**src/rtl/grp5_pkg.sv**
```systemverilog
package grp5_pkg;
    localparam int CODE_W = 5;
    localparam int NIB_W  = 4;
    localparam int PAIR_W = 2 * CODE_W;
    localparam int NFLAG  = 3;
    localparam int CNT_W  = $clog2(CODE_W);

    localparam int F_SSD = 0;
    localparam int F_ESD = 1;
    localparam int F_CW  = 2;

    localparam logic [CODE_W-1:0] G_IDLE = 5'b11111;
    localparam logic [CODE_W-1:0] G_J    = 5'b11000;
    localparam logic [CODE_W-1:0] G_K    = 5'b10001;
    localparam logic [CODE_W-1:0] G_T    = 5'b01101;
    localparam logic [CODE_W-1:0] G_R    = 5'b00111;
    localparam logic [NIB_W-1:0]  N_PRE  = 4'b0101;

    typedef enum logic [2:0] {K_DATA, K_IDLE, K_J, K_K, K_T, K_R, K_BAD} kind_e;

    typedef struct packed {
        kind_e             kind;
        logic [NIB_W-1:0]  nib;
    } dec_t;

    typedef enum logic {S_HUNT, S_FRAME} st_e;

    typedef struct packed {
        st_e               st;
        logic [CNT_W-1:0]  cnt;
        logic              pend_t;
        logic              stb;
        logic              dv;
        logic              er;
        logic [NIB_W-1:0]  rxd;
    } ctl_t;
endpackage

```
**src/rtl/grp5_shift.sv**
```systemverilog
module grp5_shift #(
    parameter int W = 10
) (
    input  logic         clk,
    input  logic         rst_n,
    input  logic         din,
    output logic [W-1:0] win
);
    logic [W-1:0] win_d, win_q;

    always_comb begin
        win_d = {win_q[W-2:0], din};
    end

    always_ff @(posedge clk) begin
        if (!rst_n) win_q <= '1;
        else        win_q <= win_d;
    end

    assign win = win_q;
endmodule

```
**src/rtl/grp5_lut.sv**
```systemverilog
module grp5_lut
    import grp5_pkg::*;
(
    input  logic [CODE_W-1:0] code,
    output dec_t              dec
);
    always_comb begin
        dec.kind = K_DATA;
        dec.nib  = '0;
        case (code)
            5'b11110: dec.nib = 4'h0;
            5'b01001: dec.nib = 4'h1;
            5'b10100: dec.nib = 4'h2;
            5'b10101: dec.nib = 4'h3;
            5'b01010: dec.nib = 4'h4;
            5'b01011: dec.nib = 4'h5;
            5'b01110: dec.nib = 4'h6;
            5'b01111: dec.nib = 4'h7;
            5'b10010: dec.nib = 4'h8;
            5'b10011: dec.nib = 4'h9;
            5'b10110: dec.nib = 4'hA;
            5'b10111: dec.nib = 4'hB;
            5'b11010: dec.nib = 4'hC;
            5'b11011: dec.nib = 4'hD;
            5'b11100: dec.nib = 4'hE;
            5'b11101: dec.nib = 4'hF;
            G_IDLE:   dec.kind = K_IDLE;
            G_J:      begin dec.kind = K_J; dec.nib = N_PRE; end
            G_K:      begin dec.kind = K_K; dec.nib = N_PRE; end
            G_T:      dec.kind = K_T;
            G_R:      dec.kind = K_R;
            default:  dec.kind = K_BAD;
        endcase
    end
endmodule

```
**src/rtl/grp5_flags.sv**
```systemverilog
module grp5_flags #(
    parameter int N = 3
) (
    input  logic         clk,
    input  logic         rst_n,
    input  logic         clr,
    input  logic [N-1:0] set,
    output logic [N-1:0] flags
);
    logic [N-1:0] fl_d, fl_q;

    always_comb begin
        fl_d = (clr ? '0 : fl_q) | set;
    end

    always_ff @(posedge clk) begin
        if (!rst_n) fl_q <= '0;
        else        fl_q <= fl_d;
    end

    assign flags = fl_q;


    flag_hold_chk: assert property (@(posedge clk) disable iff (!rst_n)
        !clr |=> ((fl_q & $past(fl_q)) == $past(fl_q)));


    flag_clear_chk: assert property (@(posedge clk) disable iff (!rst_n)
        (clr && set == '0) |=> (fl_q == '0));


    flag_set_wins_chk: assert property (@(posedge clk) disable iff (!rst_n)
        (set != '0) |=> ((fl_q & $past(set)) == $past(set)));
endmodule

```
**src/rtl/grp5_rx_decoder.sv**
```systemverilog
module grp5_rx_decoder
    import grp5_pkg::*;
(
    input  logic             clk,
    input  logic             rst_n,
    input  logic             rx_bit,
    input  logic             stat_rd,
    output logic             rx_stb,
    output logic             rx_dv,
    output logic             rx_er,
    output logic [NIB_W-1:0] rxd,
    output logic [NFLAG-1:0] stat_flags
);
    logic [PAIR_W-1:0] win;
    dec_t              dec;
    ctl_t              d, q;
    logic [NFLAG-1:0]  set;
    logic              boundary;

    grp5_shift #(.W(PAIR_W)) i_shift (
        .clk   (clk),
        .rst_n (rst_n),
        .din   (rx_bit),
        .win   (win)
    );

    grp5_lut i_lut (
        .code (win[CODE_W-1:0]),
        .dec  (dec)
    );

    grp5_flags #(.N(NFLAG)) i_flags (
        .clk   (clk),
        .rst_n (rst_n),
        .clr   (stat_rd),
        .set   (set),
        .flags (stat_flags)
    );

    assign boundary = (q.cnt == CNT_W'(CODE_W - 1));

    always_comb begin
        d     = q;
        d.stb = 1'b0;
        d.dv  = 1'b0;
        d.er  = 1'b0;
        d.rxd = '0;
        set   = '0;
        case (q.st)
            S_HUNT: begin
                if (win == {G_J, G_K}) begin
                    d.st     = S_FRAME;
                    d.cnt    = '0;
                    d.pend_t = 1'b0;
                    d.stb    = 1'b1;
                    d.dv     = 1'b1;
                    d.rxd    = N_PRE;
                end else if (win[PAIR_W-1:CODE_W] == G_J) begin
                    d.stb        = 1'b1;
                    d.er         = 1'b1;
                    set[F_SSD]   = 1'b1;
                end
            end
            default: begin
                d.cnt = boundary ? '0 : q.cnt + 1'b1;
                if (boundary) begin
                    if (q.pend_t) begin
                        d.pend_t = 1'b0;
                        d.st     = S_HUNT;
                        if (dec.kind != K_R) begin
                            d.stb      = 1'b1;
                            d.dv       = 1'b1;
                            d.er       = 1'b1;
                            set[F_ESD] = 1'b1;
                        end
                    end else begin
                        case (dec.kind)
                            K_DATA: begin
                                d.stb = 1'b1;
                                d.dv  = 1'b1;
                                d.rxd = dec.nib;
                            end
                            K_T: d.pend_t = 1'b1;
                            K_IDLE: begin
                                d.st       = S_HUNT;
                                d.stb      = 1'b1;
                                d.dv       = 1'b1;
                                d.er       = 1'b1;
                                set[F_ESD] = 1'b1;
                            end
                            default: begin
                                d.stb     = 1'b1;
                                d.dv      = 1'b1;
                                d.er      = 1'b1;
                                set[F_CW] = 1'b1;
                            end
                        endcase
                    end
                end
            end
        endcase
    end

    always_ff @(posedge clk) begin
        if (!rst_n) begin
            q.st     <= S_HUNT;
            q.cnt    <= '0;
            q.pend_t <= 1'b0;
            q.stb    <= 1'b0;
            q.dv     <= 1'b0;
            q.er     <= 1'b0;
            q.rxd    <= '0;
        end else begin
            q <= d;
        end
    end

    assign rx_stb = q.stb;
    assign rx_dv  = q.dv;
    assign rx_er  = q.er;
    assign rxd    = q.rxd;


    quiet_outputs_chk: assert property (@(posedge clk) disable iff (!rst_n)
        !rx_stb |-> (!rx_dv && !rx_er && rxd == '0));


    strobe_spacing_chk: assert property (@(posedge clk) disable iff (!rst_n)
        rx_stb |=> !rx_stb);


    preamble_nibble_chk: assert property (@(posedge clk) disable iff (!rst_n)
        (rx_stb && rx_dv && ($past(q.st) == S_HUNT)) |-> (rxd == N_PRE && !rx_er));


    start_err_shape_chk: assert property (@(posedge clk) disable iff (!rst_n)
        (rx_stb && !rx_dv) |-> (rx_er && rxd == '0 && stat_flags[F_SSD]));


    error_nibble_zero_chk: assert property (@(posedge clk) disable iff (!rst_n)
        rx_er |-> (rxd == '0));
endmodule

```
**config.mk**
```make
export PLATFORM = sky130hd
export DESIGN_NAME = grp5_rx_decoder
export DESIGN_NICKNAME = d
export VERILOG_FILES = /design/src/rtl/grp5_pkg.sv /design/src/rtl/grp5_shift.sv /design/src/rtl/grp5_lut.sv /design/src/rtl/grp5_flags.sv /design/src/rtl/grp5_rx_decoder.sv
export SDC_FILE = /design/constraint.sdc
export NUM_CORES = 1
export LEC_CHECK = 0
export BUFFER_PORTS_ARGS = -buffer_cell sky130_fd_sc_hd__buf_2
export CORE_MARGIN = 4
export CORE_UTILIZATION = 39
export CTS_BUF_LIST = sky130_fd_sc_hd__clkbuf_8
export CTS_CLUSTER_SIZE = 24
export DETAILED_ROUTE_END_ITERATION = 8
export PLACE_DENSITY_LB_ADDON = 0.12
export SYNTH_ARGS = -nofsm -noshare
export SYNTH_HDL_FRONTEND = slang
export SYNTH_SLANG_ARGS = --single-unit
```
**constraint.sdc**
```tcl
create_clock -name clk -period 1.67 [get_ports clk]
set_input_delay 0.334 -clock clk [delete_from_list [all_inputs] [get_ports clk]]
set_output_delay 0.334 -clock clk [all_outputs]
set_load 0.01 [all_outputs]
```
Word level (Yosys, flattened, before mapping)
Index checks and enable logic that the tools add are counted.
{ "word_totals": {"ff_bits": 25, "in_bits": 4} }
{ "classes": {"add_sub_neg": 1, "eq_ne": 28, "muxes": 30, "bitwise_logic": 1, "n_reduce_logical": 7} }
{ "ops": {"columns": ["op", "n"], "rows": [
  ["$eq A5 B5 Y1 const B", 15],
  ["$pmux W4 S15", 1],
  ["$eq A5 B4 Y1 const B", 6],
  ["$pmux W3 S6", 1],
  ["$reduce_or A16 Y1", 1],
  ["$mux W1", 15],
  ["$mux W12", 1],
  ["$mux W3", 4],
  ["$mux W4", 3],
  ["$eq A10 B10 Y1 const B", 1],
  ["$mux W8", 1],
  ["$eq A3 B3 Y1 const B", 2],
  ["$mux W2", 3],
  ["$reduce_or A3 Y1", 2],
  ["$eq A5 B3 Y1 const B", 1],
  ["$mux W5", 1],
  ["$add A3 B1 Y3 const B", 1],
  ["$eq A3 B1 Y1 const B", 1],
  ["$logic_not A3 Y1", 1],
  ["$ne A3 B3 Y1 const B", 1],
  ["$or A3 B3 Y3", 1],
  ["$ne A2 B1 Y1 const B", 1],
  ["$reduce_and A2 Y1", 1],
  ["$reduce_bool A2 Y1", 1],
  ["$reduce_or A2 Y1", 1]
]} }

Depth between registers and ports, before layout
Gate-level depths: netlist (run 1).
{ "depth": {"ltp_word": 10, "mapped_depth": 6, "ltp_nobuf": 6} }

By module
From an unflattened synthesis (run 1), not the netlist that was laid out.
{ "unflattened": {"cells_unflattened": 140, "hier_area_um2": 1297.5} }
{ "modules_own_cells": {"columns": ["mod", "instances", "cells_each", "area_each_um2", "seq_area_each_um2"], "rows": [
  ["grp5_rx_decoder", 1, 72, 665.6, 240.2],
  ["grp5_lut", 1, 39, 267.8, 0.0],
  ["grp5_shift", 1, 20, 262.8, 200.2],
  ["grp5_flags", 1, 9, 101.3, 60.1]
]} }

Least setup slack after synthesis (run 1)
OpenSTA, ideal clock, no wires.
{ "synth_path": {"kind": "register -> register", "start": "reg i_shift.win_q[4], in the netlist i_shift.win[4]", "end": "reg q[7] (netlist name)", "arrival_time_ns": 1.317, "slack_ns": 0.227, "stages_incl_launch_ff": 5, "synth_period_minus_slack_ns": 1.443, "path_cell_list": "dfxtp_1 -> or3b_1 -> or2_4 -> nor4_4 -> o21ai_1"} }
{ "synth_between": {"elab_chain_cells": 8, "word_cells_on_any_way": 31, "classes_between": "eq/ne: 23; mux: 5; reduce/logical: 3"} }
{ "synth_rtl": {"columns": ["element", "line_no", "source"], "rows": [
  ["start: declaration", "grp5_shift.sv:9", "logic [W-1:0] win_d, win_q;"],
  ["start signal: assignment", "grp5_shift.sv:17", "else win_q <= win_d;"],
  ["$eq A5 B5 Y1 or $eq A5 B4 Y1 (tied branches)", "grp5_lut.sv:10", "case (code)"],
  ["$reduce_or A16 Y1 (no source line)", null, null],
  ["$pmux W3 S6", "grp5_lut.sv:10", null],
  ["$eq A3 B3 Y1", "grp5_rx_decoder.sv:77", "case (dec.kind)"],
  ["$mux W1", "grp5_rx_decoder.sv:77", null],
  ["$mux W4", "grp5_rx_decoder.sv:67", "if (q.pend_t) begin"],
  ["$mux W8", "grp5_rx_decoder.sv:66", "if (boundary) begin"],
  ["$mux W12", "grp5_rx_decoder.sv:49", "case (q.st)"],
  ["end: declaration", "grp5_rx_decoder.sv:16", "ctl_t d, q;"]
]} }
Parallel ways exist; a longest one is shown, timed or not. The select of a mux whose other input is x is not followed.
A chain may end at the register's enable or synchronous reset.

Worst setup path after layout (run 1)
{ "layout_path": {"start": "reg i_shift.win_q[2], in the netlist i_shift.win[2]", "end": "reg, netlist name rxd[2]"} }
{ "layout_between": {"elab_chain_cells": 8, "word_cells_on_any_way": 32, "classes_between": "eq/ne: 22; mux: 7; reduce/logical: 3"} }
{ "layout_rtl": {"columns": ["element", "line_no"], "rows": [
  ["$eq A5 B5 Y1 or $eq A5 B4 Y1 (tied branches)", "grp5_lut.sv:10"],
  ["$reduce_or A16 Y1 (no source line)", null],
  ["$pmux W3 S6", "grp5_lut.sv:10"],
  ["$logic_not A3 Y1", "grp5_rx_decoder.sv:77"],
  ["$mux W4", "grp5_rx_decoder.sv:77"],
  ["$mux W4", "grp5_rx_decoder.sv:67"],
  ["$mux W8", "grp5_rx_decoder.sv:66"],
  ["$mux W12 (*)", "grp5_rx_decoder.sv:49"]
]} }
Mark *: on every way between the ends. The rest lies on a longest branch, timed or not. The select of a mux whose other input is x is not followed.

==> results of run 1 <==
==> placed cells by master, fill, tap and decap left out, types with 2 or more instances in the layout <==
master	n
nand2_1	10
o21ai_1	3
inv_1	4
o2bb2ai_1	2
a31oi_1	3
nor2_1	3
o21a_1	3
o21ai_0	4
o211ai_1	2
clkbuf_8	3
a21boi_1	4
and3_1	5
buf_4	6
xnor2_1	2
a21oi_1	2
nand3_1	5
buf_2	13
nand2b_1	16
ha_1	2
nand4_1	2
nor3b_1	2
a21o_1	2
dfxtp_1	25
==> flip-flops by register name, summed over array words and instances, names as in the netlist <==
register,count
i_flags.flags,3
i_shift.win,10
q,5
rx_dv,1
rx_er,1
rx_stb,1
rxd,4
==> through the flow <==
step | hold slack [ps] | utilization | total power (W) | setup slack (ps)
2_1_floorplan | 402 | - | 0.000652 | 227
3_3_place_gp | 420 | 0.444 | 0.000670 | 131
6_report | 246 | 0.464 | 0.00102 | 140
3_5_place_dp | 426 | 0.444 | 0.000671 | 115
4_1_cts | 239 | 0.462 | 0.00104 | 76.3
5_1_grt | 239 | 0.464 | 0.00107 | 26.5
==> how the worst min path moves through the flow <==
stage | from | slack [ps] | end | cells past startpoint
3_5_place_dp | i_shift.win[7]$_SDFF_PN1_ | 430 | i_shift.win[8]$_SDFF_PN1_ | 1
6_report | rx_bit | 250 | i_shift.win[0]$_SDFF_PN1_ | 2
5_1_grt | rx_bit | 240 | i_shift.win[0]$_SDFF_PN1_ | 2
3_3_place_gp | i_shift.win[7]$_SDFF_PN1_ | 420 | i_shift.win[8]$_SDFF_PN1_ | 1
2_1_floorplan | i_shift.win[7]$_SDFF_PN1_ | 400 | i_shift.win[8]$_SDFF_PN1_ | 1
4_1_cts | rx_bit | 240 | i_shift.win[0]$_SDFF_PN1_ | 2
==> power by group <==
group	total (W)	leakage [nW]	internal [W]	switching, W
Sequential	0.000604	0.202	0.000599	0.00000486
Combinational	0.0000525	0.291	0.0000240	0.0000285
Clock	0.000361	0.0217	0.000169	0.000192
==> per-layer routing <==
metal / up-vias / global-route usage / wire length [um]
met4: 0 / 0.0488 / 34
met3: 5 / 0.0234 / 92
met5: - / 0 / 0
met1: 427 / 0.173 / 1070
li1: 461 / - / -
met2: 19 / 0.176 / 1000
==> repair_timing <==
action,in CTS,in global routing
endpoints found under the hold margin,0,0
resized for setup,0,1
hold buffers,0,0
setup buffers,0,0
endpoints found under the setup margin,0,2
==> logic make-up (layout without fill, tap and decap cells) <==
group	Yosys count	count (layout)	synth area share
flip-flops	25	25	0.437
AO/OA/AOI/OAI	28	28	0.165
XOR/XNOR	2	2	0.0153
adder cells (fa/ha/maj)	2	2	0.0219
buffers and inverters	15	27	0.0634
AND/OR/NAND/NOR	55	55	0.297
==> Yosys cell counts, drive strengths merged (3+ instances only) <==
cell type,n,area share
nand3,5,0.022
and3,5,0.027
nor3b,3,0.020
o21a,3,0.020
nand2,10,0.033
nand2b,16,0.087
buf,5,0.031
nor2,3,0.0098
dfxtp,25,0.44
inv,4,0.013
clkbuf,6,0.020
o21ai,7,0.031
nor4,3,0.035
a31oi,3,0.016
a21boi,5,0.033
==> layout make-up <==
| cell class | count | area share |
|---|---|---|
| Tap cell | 31 | 0.0301 |
| Multi-Input combinational cell | 87 | 0.447 |
| Sequential cell | 25 | 0.388 |
| Clock buffer | 3 | 0.0320 |
| Clock inverter | 1 | 0.00582 |
| Inverter | 4 | 0.0116 |
| Timing Repair Buffer | 19 | 0.0854 |
==> impl_metrics.py, run 1 <==
metrics = {
    "synth": {
        "avgSynthCellArea_sq_um": 9.01,
        "ys.flop_type": "dfxtp_1",
        "syn_area_sq_mm": 0.00114,
        "yosysWarnings": 0,
        "postSynthCellCount": 127,
        "synth_edf_count": 0,
        "synth-seq-cells": 25,
        "synth.distinct_cells": 37,
        "synth_fp_nets": 133,
        "ys_seq_area_frac": 0.437,
        "async_flop_share": 0,
    },
    "floorplanning": {
        "rows": 19,
        "die_w_um": 62.2,
        "io_pins": 14,
        "dieArea_sq_mm": 0.00387,
        "start_util": 0.412,
        "die-height_um": 62.2,
        "core_sq_mm": 0.00278,
    },
    "pwr": {
        "p_per_area_mw_per_mm2": 789,
        "irDropWorstVdd_mv": 0.514,
        "leakage_nw": 0.515,
    },
    "worst_setup_path": {
        "startpoint_type": "register",
        "reg2reg_depth": 4,
        "r2r_start": "i_shift.win[2]$_SDFF_PN1_",
        "cp_slowest_cell": "or3b_1",
        "crit_path_end_kind": "register",
        "crit_path_start": "i_shift.win[2]$_SDFF_PN1_",
        "criticalPathCategory": "reg2reg",
        "r2r_end": "rxd[2]$_SDFF_PN0_",
        "worstPathCellList": "or3b_1 > or2_4 > nor4_4 > o2bb2ai_1",
        "cp_data_arrival_time_ps": 1730,
        "endpoint": "rxd[2]$_SDFF_PN0_",
        "slowest_delay_ps": 420,
        "r2r_slack_ps": 140,
        "cp_num_buf_inv": 0,
        "crit_cells": 4,
        "worstPathRequired_ps": 1870,
        "cp_top_family": "simple AND/OR/NAND/NOR gates",
        "critPathMaxFanout": 4,
    },
    "clocking": {
        "clk_pin_slew_ps": 80,
        "h-tree-depth": 1,
        "cts_max_path_buffers": 2,
        "cts_buffers": 3,
        "cts_root_buf": "clkbuf_8",
        "cts_tree": "yes",
        "clock_sinks": 25,
        "clk_latency_ps": 270,
    },
    "final_layout": {
        "multi_input_comb_area_sq_um": 577,
        "nets": 146,
        "n_antenna_cell": 0,
        "seqCellArea_sq_um": 500,
        "final_cells": 170,
        "n_fill_cell": 271,
        "area_growth_pct": 12.7,
        "design_area_sq_mm": 0.00129,
        "drive_above_1_share": 0.201,
    },
    "timing": {
        "fin_crit_ps": 1530,
        "skew_ps": 5.53,
        "finalCritPeriodShare": 0.916,
        "finalHoldViolCount": 0,
        "maxClockFrequency_mhz": 654,
        "rsz0062_at_grt": "no",
        "finalSetupViolCount": 0,
        "tightestPinTransition_ps": 417,
        "fin_setup_tns_ps": 0,
        "relSlewSlack": 0.719,
        "slew_violations": 0,
    },
    "run": {
        "cap_violations": 0,
    },
    "grt": {
        "grt_pass1_vias": 821,
        "antenna_found_initial": 0,
        "grt_pass1_wl_mm": 3.88,
        "grt.overflow.total": 0,
        "grt_max_degree": 27,
        "gr-usage-all-layers": 0.121,
    },
    "placement": {
        "dp.cells": 166,
        "place_congestion": 0.780,
        "dpl.hpwl_mm": 1.65,
        "port_buffers": 13,
        "place_area_sq_mm": 0.00124,
    },
    "drt": {
        "ant_nets": 0,
        "num_vias": 912,
        "wire_per_inst_um": 12.9,
        "wl_mm": 2.20,
        "post-route-drc-count": 0,
        "viasPerCell": 5.36,
        "dr.pass1.iters": 4,
        "drt_iter0_markers": 39,
    },
    "hold_path": {
        "min_path_type": "in2reg",
    },
    "run_status": {
        "outcome": "finished, final reports clean",
    },
}
(Power assumes the default switching activity.)
==> run 2: changes to the inputs <==
Clock period 1.67 ns to 1.9 ns, I/O delays scaled along.
==> run 2 against run 1 <==
Net effect:
- sequential share of layout area is 0.73 points higher
- clock power fell by 15%
- global-route usage decreased by 0.54 points
- register-to-register slack gained 120 ps
- routed wire length fell by 5.6%
==> impl_metrics.py, run 2 (synthesis gave the netlist of run 1 again) <==
metrics = {
    "clocking": {
        "clock_sinks": 25,
        "postCtsSetupBuffers": 0,
        "h-tree-depth": 1,
        "cts_resized": 0,
        "cts_buffers": 3,
        "cts_max_path_buffers": 2,
        "clk_pin_slew_ps": 90,
        "clk_latency_ps": 270,
        "cts_tree": "yes",
        "ctsHoldBuffers": 0,
        "cts_root_buf": "clkbuf_8",
    },
    "drt": {
        "ant_nets": 0,
        "wire_per_inst_um": 12.4,
        "dr.pass1.iters": 4,
        "post-route-drc-count": 0,
        "num_vias": 902,
        "drt_iter0_markers": 21,
        "wl_mm": 2.08,
        "viasPerCell": 5.37,
    },
    "hold_path": {
        "hold_end": "i_shift.win[0]$_SDFF_PN1_",
        "min_path_type": "in2reg",
        "worstHoldStart": "rx_bit",
        "min_delay_path_depth": 2,
    },
    "timing": {
        "skew_ps": 7.45,
        "finalSetupViolCount": 0,
        "maxClockFrequency_mhz": 608,
        "tightestPinTransition_ps": 371,
        "fin_setup_tns_ps": 0,
        "rsz0062_at_grt": "no",
        "relSlewSlack": 0.751,
        "fin_crit_ps": 1650,
        "hold_slack_ps": 293,
        "finalCritPeriodShare": 0.866,
        "slew_violations": 0,
        "finalHoldViolCount": 0,
    },
    "worst_setup_path": {
        "criticalPathCategory": "reg2reg",
        "reg2reg_depth": 4,
        "critPathMaxFanout": 13,
        "r2r_start": "i_shift.win[1]$_SDFF_PN1_",
        "cp_data_arrival_time_ps": 1800,
        "r2r_end": "q[7]$_SDFFE_PN0P_",
        "startpoint_type": "register",
        "crit_path_end_kind": "register",
        "r2r_slack_ps": 250,
        "crit_path_start": "i_shift.win[1]$_SDFF_PN1_",
        "worstPathRequired_ps": 2060,
    },
    "pwr": {
        "p_per_area_mw_per_mm2": 696,
        "intPower_w": 0.000691,
        "switching_share": 0.217,
        "power_frac_seq": 0.605,
        "irDropWorstVdd_mv": 0.590,
        "power_frac_comb": 0.046,
        "power.total_w": 0.000882,
        "leakage_nw": 0.510,
        "switchingPower_w": 0.000191,
        "power.share.clock": 0.349,
    },
    "run": {
        "cap_violations": 0,
    },
    "placement": {
        "dpl.hpwl_mm": 1.52,
        "place_congestion": 0.803,
        "port_buffers": 13,
        "dp.cells": 164,
    },
    "final_layout": {
        "area_growth_pct": 10.6,
        "seqCellArea_sq_um": 500,
        "most-common-layout-cells": "25 x dfxtp_1, 16 x nand2b_1, 13 x buf_2",
        "largest_reg_flops": 10,
        "n_fill_cell": 271,
        "final_common_cell": "dfxtp_1",
        "multi_input_comb_area_sq_um": 572,
        "drive_above_1_share": 0.175,
        "nets": 144,
        "n_antenna_cell": 0,
        "final_cells": 168,
    },
    "floorplanning": {
        "io_pins": 14,
        "rows": 19,
        "die_w_um": 62.2,
        "die-height_um": 62.2,
        "start_util": 0.412,
        "dieArea_sq_mm": 0.00387,
        "core_sq_mm": 0.00278,
    },
    "grt": {
        "grt_pass1_vias": 847,
        "grt_pass1_wl_mm": 3.73,
        "grt_max_degree": 27,
        "gr-usage-all-layers": 0.116,
        "antenna_found_initial": 0,
        "grt.overflow.total": 0,
    },
    "run_status": {
        "outcome": "finished, final reports clean",
    },
}
[run 2: metal layers]
layer | up-vias | share of wire | track usage
li1 | 458 | - | -
met5 | - | 0 | 0
met3 | 4 | 0.042 | 0.0342
met2 | 15 | 0.46 | 0.180
met4 | 0 | 0.012 | 0.0325
met1 | 425 | 0.48 | 0.154
[run 2: worst max-delay path by stage]
stage                         to  slack (ps)
2_1_floorplan  q[7]$_SDFFE_PN0P_         460
3_3_place_gp   q[7]$_SDFFE_PN0P_         210
3_5_place_dp   q[7]$_SDFFE_PN0P_         230
4_1_cts        q[7]$_SDFFE_PN0P_         230
5_1_grt        rxd[2]$_SDFF_PN0_         110
6_report       q[7]$_SDFFE_PN0P_         250
[run 2: metrics by stage]
stage          setup slack, ps  area [sq um]  utilization
3_5_place_dp               231          1220        0.439
3_3_place_gp               214          1220        0.439
2_1_floorplan              457          1140            -
6_report                   255          1270        0.455
4_1_cts                    227          1270        0.455
5_1_grt                    106          1270        0.455
[run 2: power groups by stage]
stage	combinational (W)	clock, W	sequential (W)
6_report	0.0000404	0.000307	0.000534
5_1_grt	0.0000460	0.000333	0.000535
2_1_floorplan	0.0000314	0	0.000542
3_3_place_gp	0.0000409	0	0.000546
3_5_place_dp	0.0000406	0	0.000546
4_1_cts	0.0000409	0.000319	0.000534
[run 2: cell type report]
class                           count  share of cell area
Clock inverter                      1             0.00296
Inverter                            4              0.0119
Sequential cell                    25               0.395
Multi-Input combinational cell     87               0.452
Tap cell                           31              0.0306
Clock buffer                        3              0.0326
Timing Repair Buffer               17              0.0751
[run 2: worst max-delay path, cell delays in order (launching register included)]
cell	delay (ps)
dfxtp_1	430
or3b_1	470
or2_4	290
nor4_4	230
o21ai_1	110
==> run 3: changes to the inputs <==
Clock period 1.9 ns to 1.6 ns, I/O delays scaled along.
==> run 3 against run 2 <==
Net effect:
- routed wire length up 6.5%
- final area is 2.8% higher
- utilization increased by 1.3 points
- via count increased by 1.1%
- total power is 21% higher
- sequential share of layout area is 0.97 points lower
- setup slack worse by 140 ps
- register-to-register slack got worse by 140 ps
- global-route usage is 0.54 points higher
- highest routed layer unchanged
==> impl_metrics.py, run 3 (synthesis gave the netlist of run 1 again) <==
metrics = {
    "timing": {
        "tightestPinTransition_ps": 413,
        "fin_crit_ps": 1490,
        "maxClockFrequency_mhz": 672,
        "finalHoldViolCount": 0,
        "rsz0062_at_grt": "no",
        "finalCritPeriodShare": 0.930,
        "hold_slack_ps": 231,
        "finalSetupViolCount": 0,
        "relSlewSlack": 0.722,
        "slew_violations": 0,
        "skew_ps": 4.58,
        "fin_setup_tns_ps": 0,
    },
    "clocking": {
        "cts_buffers": 3,
        "clock_sinks": 25,
        "clk_pin_slew_ps": 90,
        "cts_root_buf": "clkbuf_8",
        "cts_max_path_buffers": 2,
        "ctsHoldBuffers": 0,
        "h-tree-depth": 1,
        "cts_tree": "yes",
        "clk_latency_ps": 270,
    },
    "drt": {
        "wire_per_inst_um": 12.9,
        "viasPerCell": 5.33,
        "drt_iter0_markers": 49,
        "dr.pass1.iters": 4,
        "num_vias": 912,
        "post-route-drc-count": 0,
        "wl_mm": 2.21,
        "ant_nets": 0,
    },
    "final_layout": {
        "nets": 147,
        "most-common-layout-cells": "24 x dfxtp_1, 16 x nand2b_1, 13 x buf_2",
        "n_antenna_cell": 0,
        "final_common_cell": "dfxtp_1",
        "seqCellArea_sq_um": 502,
        "largest_reg_flops": 10,
        "multi_input_comb_area_sq_um": 579,
        "n_fill_cell": 271,
        "area_growth_pct": 13.7,
        "drive_above_1_share": 0.221,
    },
    "grt": {
        "grt_max_degree": 27,
        "grt_pass1_vias": 821,
        "gr-usage-all-layers": 0.121,
        "grt.overflow.total": 0,
        "grt_pass1_wl_mm": 3.88,
        "antenna_found_initial": 0,
    },
    "pwr": {
        "leakage_nw": 0.520,
        "p_per_area_mw_per_mm2": 818,
        "power.total_w": 0.00106,
        "irDropWorstVdd_mv": 0.539,
    },
    "floorplanning": {
        "rows": 19,
        "io_pins": 14,
        "dieArea_sq_mm": 0.00387,
        "core_sq_mm": 0.00278,
        "start_util": 0.412,
        "die_w_um": 62.2,
        "die-height_um": 62.2,
    },
    "worst_setup_path": {
        "crit_path_end_kind": "register",
        "cp_data_arrival_time_ps": 1640,
        "startpoint_type": "register",
        "criticalPathCategory": "reg2reg",
        "r2r_slack_ps": 110,
        "crit_top_cell": "and3_1",
        "reg2reg_depth": 5,
        "slowest_delay_ps": 370,
        "worstPathRequired_ps": 1750,
        "worstPathCellList": "buf_4 > and3_1 > and3_1 > o41ai_1 > a21boi_1",
        "cp_slowest_cell": "o41ai_1",
        "r2r_start": "i_shift.win[1]$_SDFF_PN1_",
        "critPathMaxFanout": 12,
        "r2r_end": "rx_er$_SDFF_PN0_",
    },
    "hold_path": {
        "min_path_type": "in2reg",
        "min_delay_path_depth": 2,
        "worstHoldStart": "rx_bit",
        "hold_end": "i_shift.win[0]$_SDFF_PN1_",
    },
    "placement": {
        "dpl.hpwl_mm": 1.65,
        "port_buffers": 13,
        "place_congestion": 0.780,
    },
    "run_status": {
        "outcome": "finished, final reports clean",
    },
    "run": {
        "cap_violations": 0,
    },
}
==> run 3: cell types whose count changed in the layout (fill, tap and decap cells not counted), sizes merged <==
| cell | change |
|---|---|
| buf | +3 |
| clkinvlp | +1 |
| inv | -1 |
==> run 3: layout make-up <==
cell class | count | area share
well taps | 31 | 0.0298
flip-flops and latches | 25 | 0.386
multi-input cells | 87 | 0.445
inverters | 4 | 0.0115
repair buffers | 20 | 0.0904
clock buffers | 3 | 0.0317
clock inverters | 1 | 0.00577
==> run 3: worst max path at each step <==
stage	start	to	slack, ps	cells after the start
floorplan	i_shift.win[4]$_SDFF_PN1_	q[7]$_SDFFE_PN0P_	160	4
global placement	i_shift.win[2]$_SDFF_PN1_	q[7]$_SDFFE_PN0P_	60	4
detailed placement	q[8]$_SDFFE_PN0P_	rxd[2]$_SDFF_PN0_	40	6
CTS	q[8]$_SDFFE_PN0P_	rxd[2]$_SDFF_PN0_	6	6
global route	i_shift.win[2]$_SDFF_PN1_	rxd[2]$_SDFF_PN0_	8	4
finish	i_shift.win[1]$_SDFF_PN1_	rx_er$_SDFF_PN0_	110	5
==> run 3: what timing repair did <==
| item | CTS | global route |
|---|---|---|
| endpoints found under the setup margin | 0 | 5 |
| buffers inserted | 0 | 1 |
| resized for setup | 0 | 4 |
==> run 3: power breakdown <==
part	switching, W	leakage (nW)	internal [W]
clock	0.000201	0.0217	0.000176
sequential	0.00000524	0.202	0.000626
combinational	0.0000301	0.297	0.0000252
==> run 3: through the flow <==
stage | setup slack [ps] | cell area, sq um | instances | utilization
after floorplan | 157 | 1140 | 127 | -
after global placement | 60.5 | 1240 | 166 | 0.444
after detailed placement | 44.6 | 1240 | 166 | 0.444
after CTS | 6.30 | 1280 | 170 | 0.462
after global routing | 7.50 | 1300 | 171 | 0.468
final | 113 | 1300 | 171 | 0.468
==> run 3: worst max-delay path: cells and delay by family (launching register included) <==
| kind | cells | cell delay (ps) |
|---|---|---|
| AND/OR/NAND/NOR | 2 | 390 |
| AO/OA/AOI/OAI | 2 | 490 |
| buffers and inverters | 1 | 170 |
| flip-flops | 1 | 320 |
==> run 3: metal layers <==
layer,track usage,vias to the layer above,part of all wire
li1,-,465,-
met1,0.173,424,0.50
met2,0.176,18,0.44
met3,0.0234,5,0.039
met4,0.0488,0,0.015
met5,0,-,0
